## src/rtl/trap_pkg.sv

```systemverilog
package trap_pkg;

    typedef enum logic [1:0] {
        PRIV_USER  = 2'd0,
        PRIV_SUPER = 2'd1,
        PRIV_RSVD  = 2'd2,
        PRIV_MACH  = 2'd3
    } priv_e;

    typedef enum logic [1:0] {
        ACC_FETCH = 2'd0,
        ACC_LOAD  = 2'd1,
        ACC_STORE = 2'd2,
        ACC_AMO   = 2'd3
    } acc_e;

    typedef enum logic [1:0] {
        ST_IDLE       = 2'd0,
        ST_SUP_TAKEN  = 2'd1,
        ST_MACH_TAKEN = 2'd2
    } trap_state_e;

    // status word field positions decoded by the rest of the core
    localparam int SB_SIE  = 1;
    localparam int SB_MIE  = 3;
    localparam int SB_SPIE = 5;
    localparam int SB_MPIE = 7;
    localparam int SB_SPP  = 8;
    localparam int SB_MPP  = 11;

    // architectural cause codes
    localparam int C_FETCH_MIS  = 0;
    localparam int C_FETCH_ACC  = 1;
    localparam int C_LOAD_MIS   = 4;
    localparam int C_LOAD_ACC   = 5;
    localparam int C_STORE_MIS  = 6;
    localparam int C_STORE_ACC  = 7;
    localparam int C_ECALL_BASE = 8;
    localparam int C_FETCH_PF   = 12;
    localparam int C_LOAD_PF    = 13;
    localparam int C_STORE_PF   = 15;

endpackage

```

## src/rtl/trap_cause_resolve.sv

```systemverilog
module trap_cause_resolve
    import trap_pkg::*;
#(
    parameter int XLEN = 64,
    localparam int CODE_W = $clog2(XLEN)
) (
    input  logic              is_irq,
    input  logic [CODE_W-1:0] raw_code,
    input  logic              xlat_fault,
    input  logic              xlat_on,
    input  logic [1:0]        xlat_kind,
    input  logic [1:0]        cur_priv,
    output logic [CODE_W-1:0] code_res,
    output logic [XLEN-1:0]   cause_word,
    output logic              addr_related
);

    logic [CODE_W-1:0] xlat_code;
    logic [CODE_W-1:0] exc_code;

    // translation failure: kind picks fetch/load/store, mode picks fault class
    always_comb begin
        unique case (acc_e'(xlat_kind))
            ACC_FETCH: xlat_code = xlat_on ? CODE_W'(C_FETCH_PF) : CODE_W'(C_FETCH_ACC);
            ACC_LOAD:  xlat_code = xlat_on ? CODE_W'(C_LOAD_PF)  : CODE_W'(C_LOAD_ACC);
            default:   xlat_code = xlat_on ? CODE_W'(C_STORE_PF) : CODE_W'(C_STORE_ACC);
        endcase
    end

    // environment call is recoded by the privilege it came from
    always_comb begin
        if (raw_code == CODE_W'(C_ECALL_BASE))
            exc_code = CODE_W'(C_ECALL_BASE) + CODE_W'(cur_priv);
        else
            exc_code = raw_code;
    end

    always_comb begin
        if (is_irq)
            code_res = raw_code;
        else if (xlat_fault)
            code_res = xlat_code;
        else
            code_res = exc_code;
    end

    always_comb begin
        cause_word               = '0;
        cause_word[CODE_W-1:0]   = code_res;
        cause_word[XLEN-1]       = is_irq;
    end

    // only address-bearing exceptions report the faulting address
    always_comb begin
        addr_related = 1'b0;
        if (!is_irq) begin
            unique case (int'(code_res))
                C_FETCH_MIS, C_FETCH_ACC, C_LOAD_MIS, C_LOAD_ACC,
                C_STORE_MIS, C_STORE_ACC, C_FETCH_PF, C_LOAD_PF,
                C_STORE_PF: addr_related = 1'b1;
                default:    addr_related = 1'b0;
            endcase
        end
    end

endmodule

```

## src/rtl/trap_route.sv

```systemverilog
module trap_route
    import trap_pkg::*;
#(
    parameter int XLEN = 64,
    localparam int CODE_W = $clog2(XLEN)
) (
    input  logic              is_irq,
    input  logic [CODE_W-1:0] code_res,
    input  logic [1:0]        cur_priv,
    input  logic [XLEN-1:0]   exc_deleg,
    input  logic [XLEN-1:0]   irq_deleg,
    output logic              go_super
);

    logic [XLEN-1:0] sel_mask;

    for (genvar i = 0; i < XLEN; i++) begin : g_mask_sel
        assign sel_mask[i] = is_irq ? irq_deleg[i] : exc_deleg[i];
    end

    logic low_priv;
    assign low_priv = (cur_priv == PRIV_USER) || (cur_priv == PRIV_SUPER);
    assign go_super = low_priv && sel_mask[code_res];

endmodule

```

## src/rtl/trap_status_update.sv

```systemverilog
module trap_status_update
    import trap_pkg::*;
#(
    parameter int XLEN = 64
) (
    input  logic [XLEN-1:0] status_in,
    input  logic [1:0]      cur_priv,
    input  logic            go_super,
    output logic [XLEN-1:0] status_nx
);

    always_comb begin
        status_nx = status_in;
        if (go_super) begin
            status_nx[SB_SPIE] = status_in[SB_SIE];
            status_nx[SB_SPP]  = cur_priv[0];
            status_nx[SB_SIE]  = 1'b0;
        end else begin
            status_nx[SB_MPIE]          = status_in[SB_MIE];
            status_nx[SB_MPP+1:SB_MPP]  = cur_priv;
            status_nx[SB_MIE]           = 1'b0;
        end
    end

endmodule

```

## src/rtl/trap_entry_unit.sv

```systemverilog
module trap_entry_unit
    import trap_pkg::*;
#(
    parameter int XLEN = 64,
    localparam int CODE_W = $clog2(XLEN)
) (
    input  logic              clk,
    input  logic              rst_n,
    input  logic              trap_valid,
    input  logic              trap_is_irq,
    input  logic [CODE_W-1:0] trap_code,
    input  logic              xlat_fault,
    input  logic              xlat_on,
    input  logic [1:0]        xlat_kind,
    input  logic [XLEN-1:0]   fault_addr,
    input  logic [XLEN-1:0]   cur_pc,
    input  logic [1:0]        cur_priv,
    input  logic [XLEN-1:0]   exc_deleg,
    input  logic [XLEN-1:0]   irq_deleg,
    input  logic [XLEN-1:0]   stvec,
    input  logic [XLEN-1:0]   mtvec,
    input  logic [XLEN-1:0]   status_in,
    output logic              out_valid,
    output logic              out_to_super,
    output logic [XLEN-1:0]   next_pc,
    output logic [1:0]        next_priv,
    output logic [XLEN-1:0]   cause_out,
    output logic [XLEN-1:0]   epc_out,
    output logic [XLEN-1:0]   tval_out,
    output logic [XLEN-1:0]   status_out
);

    logic [CODE_W-1:0] code_res;
    logic [XLEN-1:0]   cause_word;
    logic              addr_related;
    logic              go_super;
    logic [XLEN-1:0]   status_nx;

    trap_cause_resolve #(.XLEN(XLEN)) u_cause (
        .is_irq       (trap_is_irq),
        .raw_code     (trap_code),
        .xlat_fault   (xlat_fault),
        .xlat_on      (xlat_on),
        .xlat_kind    (xlat_kind),
        .cur_priv     (cur_priv),
        .code_res     (code_res),
        .cause_word   (cause_word),
        .addr_related (addr_related)
    );

    trap_route #(.XLEN(XLEN)) u_route (
        .is_irq    (trap_is_irq),
        .code_res  (code_res),
        .cur_priv  (cur_priv),
        .exc_deleg (exc_deleg),
        .irq_deleg (irq_deleg),
        .go_super  (go_super)
    );

    trap_status_update #(.XLEN(XLEN)) u_status (
        .status_in (status_in),
        .cur_priv  (cur_priv),
        .go_super  (go_super),
        .status_nx (status_nx)
    );

    trap_state_e state_q, state_nx;

    always_comb begin
        unique case ({trap_valid, go_super})
            2'b11:   state_nx = ST_SUP_TAKEN;
            2'b10:   state_nx = ST_MACH_TAKEN;
            default: state_nx = ST_IDLE;
        endcase
    end

    always_ff @(posedge clk) begin
        if (!rst_n) state_q <= ST_IDLE;
        else        state_q <= state_nx;
    end

    always_ff @(posedge clk) begin
        if (!rst_n) begin
            next_pc    <= '0;
            next_priv  <= PRIV_MACH;
            cause_out  <= '0;
            epc_out    <= '0;
            tval_out   <= '0;
            status_out <= '0;
        end else if (trap_valid) begin
            next_pc    <= go_super ? stvec : mtvec;
            next_priv  <= go_super ? PRIV_SUPER : PRIV_MACH;
            cause_out  <= cause_word;
            epc_out    <= cur_pc;
            tval_out   <= addr_related ? fault_addr : '0;
            status_out <= status_nx;
        end
    end

    always_comb begin
        unique case (state_q)
            ST_SUP_TAKEN:  begin out_valid = 1'b1; out_to_super = 1'b1; end
            ST_MACH_TAKEN: begin out_valid = 1'b1; out_to_super = 1'b0; end
            default:       begin out_valid = 1'b0; out_to_super = 1'b0; end
        endcase
    end

endmodule


```

## config.mk

```make
export PLATFORM = sky130hd
export DESIGN_NAME = trap_entry_unit
export DESIGN_NICKNAME = d
export VERILOG_FILES = /design/src/rtl/trap_pkg.sv /design/src/rtl/trap_cause_resolve.sv /design/src/rtl/trap_route.sv /design/src/rtl/trap_status_update.sv /design/src/rtl/trap_entry_unit.sv
export SDC_FILE = /design/constraint.sdc
export NUM_CORES = 1
export LEC_CHECK = 0
export CORE_AREA = 5 5 306 308
export CTS_CLUSTER_SIZE = 8
export DETAILED_ROUTE_END_ITERATION = 6
export DIE_AREA = 0 0 311 313
export PLACE_DENSITY = 0.33
export SYNTH_ARGS = -nofsm -noshare
export SYNTH_HDL_FRONTEND = slang
export SYNTH_SLANG_ARGS = --single-unit
```

## constraint.sdc

```tcl
create_clock -name clk -period 3.6 [get_ports clk]
set_input_delay 0.36 -clock clk [delete_from_list [all_inputs] [get_ports clk]]
set_output_delay 0.36 -clock clk [all_outputs]
set_load 0.05 [all_outputs]
```

; Word level (Yosys, flattened, before mapping)
; Memories as Yosys holds them, arrays and structs flattened.
; Index checks and enable logic that the tools add are counted.
[op_classes]
addsub = 1
order_cmp = 1
eq_ne = 7
muxes = 87
n_reduce_logical = 6
[op_table]
columns = cell, n
row1 = $mux 64, 2
row2 = $mux 1, 74
row3 = $mux 6, 3
row4 = $mux 4, 3
row5 = $pmux 6 s2, 1
row6 = $lt 6x7->1 const B, 1
row7 = $bmux 1 s6, 1
row8 = $eq 2x1->1 const B, 3
row9 = $eq 2x2->1 const B, 3
row10 = $eq 6x4->1 const B, 1
row11 = $logic_not 2->1, 3
row12 = $add 4x2->5 const A, 1
row13 = $mux 2, 2
row14 = $pmux 2 s2, 1
row15 = $reduce_or 2->1, 1
row16 = $logic_and 1x1->1, 1
row17 = $logic_or 1x1->1, 1
[word_totals]
ff_bits = 267
romBits = 16
wordCells = 110
n_memories = 1
[memory_table]
columns = memory, words, word_bits, read_ports, rd_ports_with_merged_regs, wr, line
row1 = (name not given), 16, 1, 1, 0, 0, trap_cause_resolve.sv:57  ; unique case (int'(code_res))

; Depth between registers and ports, before layout
[logic_depth]
depth_word = 9
mapped_depth = 15
mapped_depth_nobuf = 9

; Modules after synthesis
; From an unflattened synthesis, not the netlist that was laid out.
[hier_totals]
hier_cells = 1474
area_unflattened_um2 = 15128.3
[modules_own_cells]
columns = module, instances, cells_per_inst, area_each_um2, seq_area_each_um2
row1 = trap_entry_unit, 1, 1203, 12683.4, 6466.2
row2 = trap_route, 1, 118, 1276.2, 0.0
row3 = trap_cause_resolve, 1, 88, 638.1, 0.0
row4 = trap_status_update, 1, 65, 530.5, 0.0

; Least setup slack after synthesis
; Ideal clock, no wire load.
[synth_path]
kind = input port to flip-flop
start = input trap_is_irq
end = register next_pc[62]
setup_ps = 122
t_arrival_ps = 2761
required_time_ps = 3478
slack_ps = 718
cell_stages = 13
path_buffers = 4
path_cell_list = buf_4 -> nand2b_1 -> buf_2 -> mux2_2 -> nor2_1 -> nor2_1 -> o211a_1 -> a311o_1 -> a211o_1 -> buf_4 -> buf_6 -> a31oi_1 -> a21oi_1
[synth_between]
elab_chain_cells = 5
[synth_rtl]
columns = item, line
row1 = "start, declared", trap_entry_unit.sv:10  ; input logic trap_is_irq,
row2 = $mux 1 / $mux 6 (equally long branches), "trap_route.sv:18, trap_cause_resolve.sv:39"
row3 = $bmux 1 s6 (*), trap_route.sv:23  ; assign go_super = low_priv && sel_mask[code_res];
row4 = $mux 1 (not written as such) (*), trap_route.sv:23
row5 = $logic_and 1x1->1 (*), trap_route.sv:23
row6 = $mux 64 (*), trap_entry_unit.sv:91  ; next_pc <= go_super ? stvec : mtvec;
row7 = "end signal, assigned", trap_entry_unit.sv:91
row8 = "end, declared", trap_entry_unit.sv:25  ; output logic [XLEN-1:0] next_pc,
; Mark *: on every way between the ends. The rest lies on a longest branch, timed or not. The select of a mux whose other input is x is not followed.
; A chain may end at the register's enable or synchronous reset.

; Worst setup path in the final report
[layout_path]
start = input xlat_on
end = register next_pc[20]
[layout_between]
elab_chain_cells = 8
[layout_rtl]
columns = item, line
row1 = "start, declared", trap_entry_unit.sv:13  ; input logic xlat_on,
row2 = "$mux 4, on equally long branches", "trap_cause_resolve.sv:24, trap_cause_resolve.sv:25, trap_cause_resolve.sv:26"
row3 = $pmux 6 s2 (*), trap_cause_resolve.sv:23  ; unique case (acc_e'(xlat_kind))
row4 = $mux 6 (*), trap_cause_resolve.sv:41  ; else if (xlat_fault)
row5 = $mux 6 (*), trap_cause_resolve.sv:39  ; if (is_irq)
row6 = $bmux 1 s6 (*), trap_route.sv:23
row7 = $mux 1 (not written as such) (*), trap_route.sv:23
row8 = $logic_and 1x1->1 (*), trap_route.sv:23
row9 = $mux 64 (*), trap_entry_unit.sv:91
; Marked as above.

==> flow_metrics.env <==
export IMPL_place_ws_ns=-0.586
export IMPL_finClkSkew_ns=0
export IMPL_seq_area_sq_um=5330
export IMPL_synth_top_cell_area_share=0.439
export IMPL_slowest_delay_ns=0.80
export IMPL_synth_edf_count=0
export IMPL_r2r_cells=2
export IMPL_worstHoldStart="rst_n"
export IMPL_dr_total_vias=12900
export IMPL_fin_ws_ns=0.0279
export IMPL_grt_usage=0.133
export IMPL_cts_inserted_buffers=41
export IMPL_drv_slew=0
export IMPL_yosysMostFrequentCell="dfxtp_1"
export IMPL_setup_violations=0
export IMPL_drive_gt1_frac=0.0924
export IMPL_netlist_instances=1285
export IMPL_min_path_type="input pin to flop"
export IMPL_yosysWarnings=0
export IMPL_grt_setup_unrepaired="no"
export IMPL_portBuffers=729
export IMPL_cap_violations=0
export IMPL_max_freq_ghz=0.280
export IMPL_rows=111
export IMPL_final_util=0.247
export IMPL_drt_pass1_iterations=5
export IMPL_cpMaxStageDelayCell="a2111oi_0"
export IMPL_ys_seq_area_frac=0.439
export IMPL_ys_ff_latch=266
export IMPL_status="complete, no violations"
export IMPL_cp_end_kind="flop"
export IMPL_cts_tree="built"
export IMPL_ir_drop_v=0.000264
export IMPL_synthToLayoutAreaGrowth_pct=84.6
export IMPL_die_w_um=311
export IMPL_rr_endpoint="next_pc[14]"
export IMPL_whs_endpoint="next_pc[13]"
export IMPL_gp_congestion=0.784
export IMPL_start_util=0.134
export IMPL_syn_area_sq_um=12100
export IMPL_n_fill_cell=9892
export IMPL_r2r_slack_ns=2.90
export IMPL_placed_area_sq_um=21200
export IMPL_antenna_found_initial=9
export IMPL_crit_fanout=17
export IMPL_timing_rr_start="next_pc[14]"
export IMPL_grt_max_degree=104
export IMPL_max_slew_margin=0.350
export IMPL_worst_slew_pin_slew_ns=0.974
export IMPL_fin_crit_ns=3.57
export IMPL_synthTopCellsByCount="dfxtp_1 (266), mux2i_1 (146), o21ai_0 (146)"
export IMPL_yosysTopAreaCell="dfxtp_1"
export IMPL_crit_required_ns=4.03
export IMPL_layout_nets=2520
export IMPL_grt_first_pass_wirelength_um=97500
export IMPL_htree_levels=2
export IMPL_p_total_mw=9.54
export IMPL_root_buffer="clkbuf_16"
export IMPL_avgSynthCellArea_sq_um=9.44
export IMPL_drc_errors=0
export IMPL_fp_dieArea_sq_um=97300
export IMPL_multi_input_comb_area_sq_um=6060
export IMPL_drt_first_iter_violations=578
export IMPL_leakagePower_nw=8.48
export IMPL_insertion_delay_ns=0.56
export IMPL_grt_ovfl_total=0
export IMPL_ios=788
export IMPL_crit_chain="clkdlybuf4s50_1, or3b_1, mux2i_4, buf_4, a21oi_2, a2111oi_0, buf_4, nor4_2, a211oi_2, buf_4, a211oi_4, buf_12, buf_4, o21ai_0, a21oi_1"
export IMPL_final_area_sq_um=22400
export IMPL_timing_final_crit_share=0.992
export IMPL_clock_path_buffers=3
export IMPL_synthFlopType="dfxtp_1"
export IMPL_synth_cell_types=71
export IMPL_grt_pass1_vias=13600
export IMPL_cts_sink_count=266
export IMPL_ys_async_sr_fraction=0
export IMPL_ctsHoldBuffers=0
export IMPL_design_core_area_sq_um=90800
export IMPL_cellPowerDensity_nw_per_um2=426
export IMPL_die_h_um=313
export IMPL_drt_vias_per_instance=3.94
export IMPL_wl_per_cell_um=21.1
export IMPL_arrival_ns=4.01
export IMPL_fin_tns_setup_ns=0
export IMPL_hold_viol=0
export IMPL_routed_wl_um=68700
export IMPL_clkTransAtPathRegs_ns=0.05
export IMPL_drtAntennaViolNets=0
export IMPL_hold_depth=3
export IMPL_cp_common_cell="buf_4"
export IMPL_worst_setup_path_type="input pin to flop"
export IMPL_critPathLaunchType="input pin"
export IMPL_hpwlAfterDp_um=53300
export IMPL_ys_top_cells_by_area="dfxtp_1 (44%), mux2i_1 (12%), nor2b_1 (6.8%)"
## logic make-up after synthesis
group / count (synthesis) / synth area share
compound gates: 450 / 0.235
fa+ha+maj: 1 / 0.00103
buf+inv: 177 / 0.0815
flops: 266 / 0.439
mux: 157 / 0.132
other cells: 2 / 0.000619
simple gates: 232 / 0.111
## per-layer routing
metal  vias up  wire length, um  track usage
met3        72             5790       0.0495
met5         -               20            0
met4         4             1460       0.0365
met1      6162            26200        0.145
li1       6124                -            -
met2       492            35200        0.241
## layout by cell type (no fill, tap or decap), types with 4 or more instances in the layout
| cell type | count |
|---|---|
| a2111oi_0 | 5 |
| mux2i_1 | 146 |
| diode_2 | 9 |
| nor2_1 | 15 |
| o21ai_1 | 10 |
| nor3_1 | 6 |
| a21oi_1 | 90 |
| conb_1 | 58 |
| clkbuf_1 | 7 |
| dfxtp_1 | 266 |
| buf_12 | 13 |
| o211ai_1 | 5 |
| nand3_1 | 16 |
| clkbuf_8 | 5 |
| nor2b_1 | 130 |
| a22o_1 | 67 |
| nand2_1 | 36 |
| clkbuf_16 | 42 |
| o21ai_0 | 146 |
| o211a_1 | 4 |
| mux2_2 | 9 |
| a311oi_1 | 4 |
| inv_1 | 5 |
| clkdlybuf4s50_1 | 727 |
| a31oi_1 | 72 |
| buf_4 | 100 |
| and4_1 | 5 |
| a211oi_1 | 8 |
## through the flow
step | hold slack [ns] | instances
after floorplan | 0.486 | 1341
after global placement | 0.461 | 3198
after detailed placement | 0.463 | 3198
final | 0.176 | 3263
after CTS | 0.128 | 3254
after global routing | 0.148 | 3259
## cell type report
cell class | instances | area share
Timing Repair Buffer | 842 | 0.371
Multi-Input combinational cell | 898 | 0.271
Sequential cell | 266 | 0.238
Tap cell | 1186 | 0.0662
Clock buffer | 54 | 0.0512
Clock inverter | 2 | 0.00106
Inverter | 6 | 0.00101
Antenna cell | 9 | 0.00101
## flip-flops by register name, summed over array words and instances, names as in the netlist
| signal | cells |
|---|---|
| cause_out | 7 |
| epc_out | 64 |
| next_pc | 64 |
| next_priv | 1 |
| state_q | 2 |
| status_out | 64 |
| tval_out | 64 |
## critical path, delay by kind of cell
kind	cells	cell delay (ns)
mux	1	0.20
simple gates	2	0.47
buf+inv	6	1.50
compound gates	6	1.45
## worst max-delay path by stage
stage               cells past startpoint           to          from  slack [ns]
floorplan                              13  next_pc[62]   trap_is_irq        0.72
global placement                       12  next_pc[20]  trap_code[2]       -0.74
detailed placement                     14   next_pc[6]       xlat_on       -0.59
CTS                                    14  next_pc[16]       xlat_on        0.02
global route                           15  next_pc[12]       xlat_on       0.004
finish                                 15  next_pc[20]       xlat_on        0.03
## power breakdown
part	internal, mW	switching [mW]	total (mW)
clock network	2.19	1.44	3.63
logic	1.15	1.54	2.69
registers	3.13	0.0948	3.22
## what timing repair did
item,4_1_cts,5_1_grt
setup buffers,0,0
endpoints found under the setup margin,0,54
gates resized for setup,0,3
No activity file was read; power rests on OpenSTA's default activity.
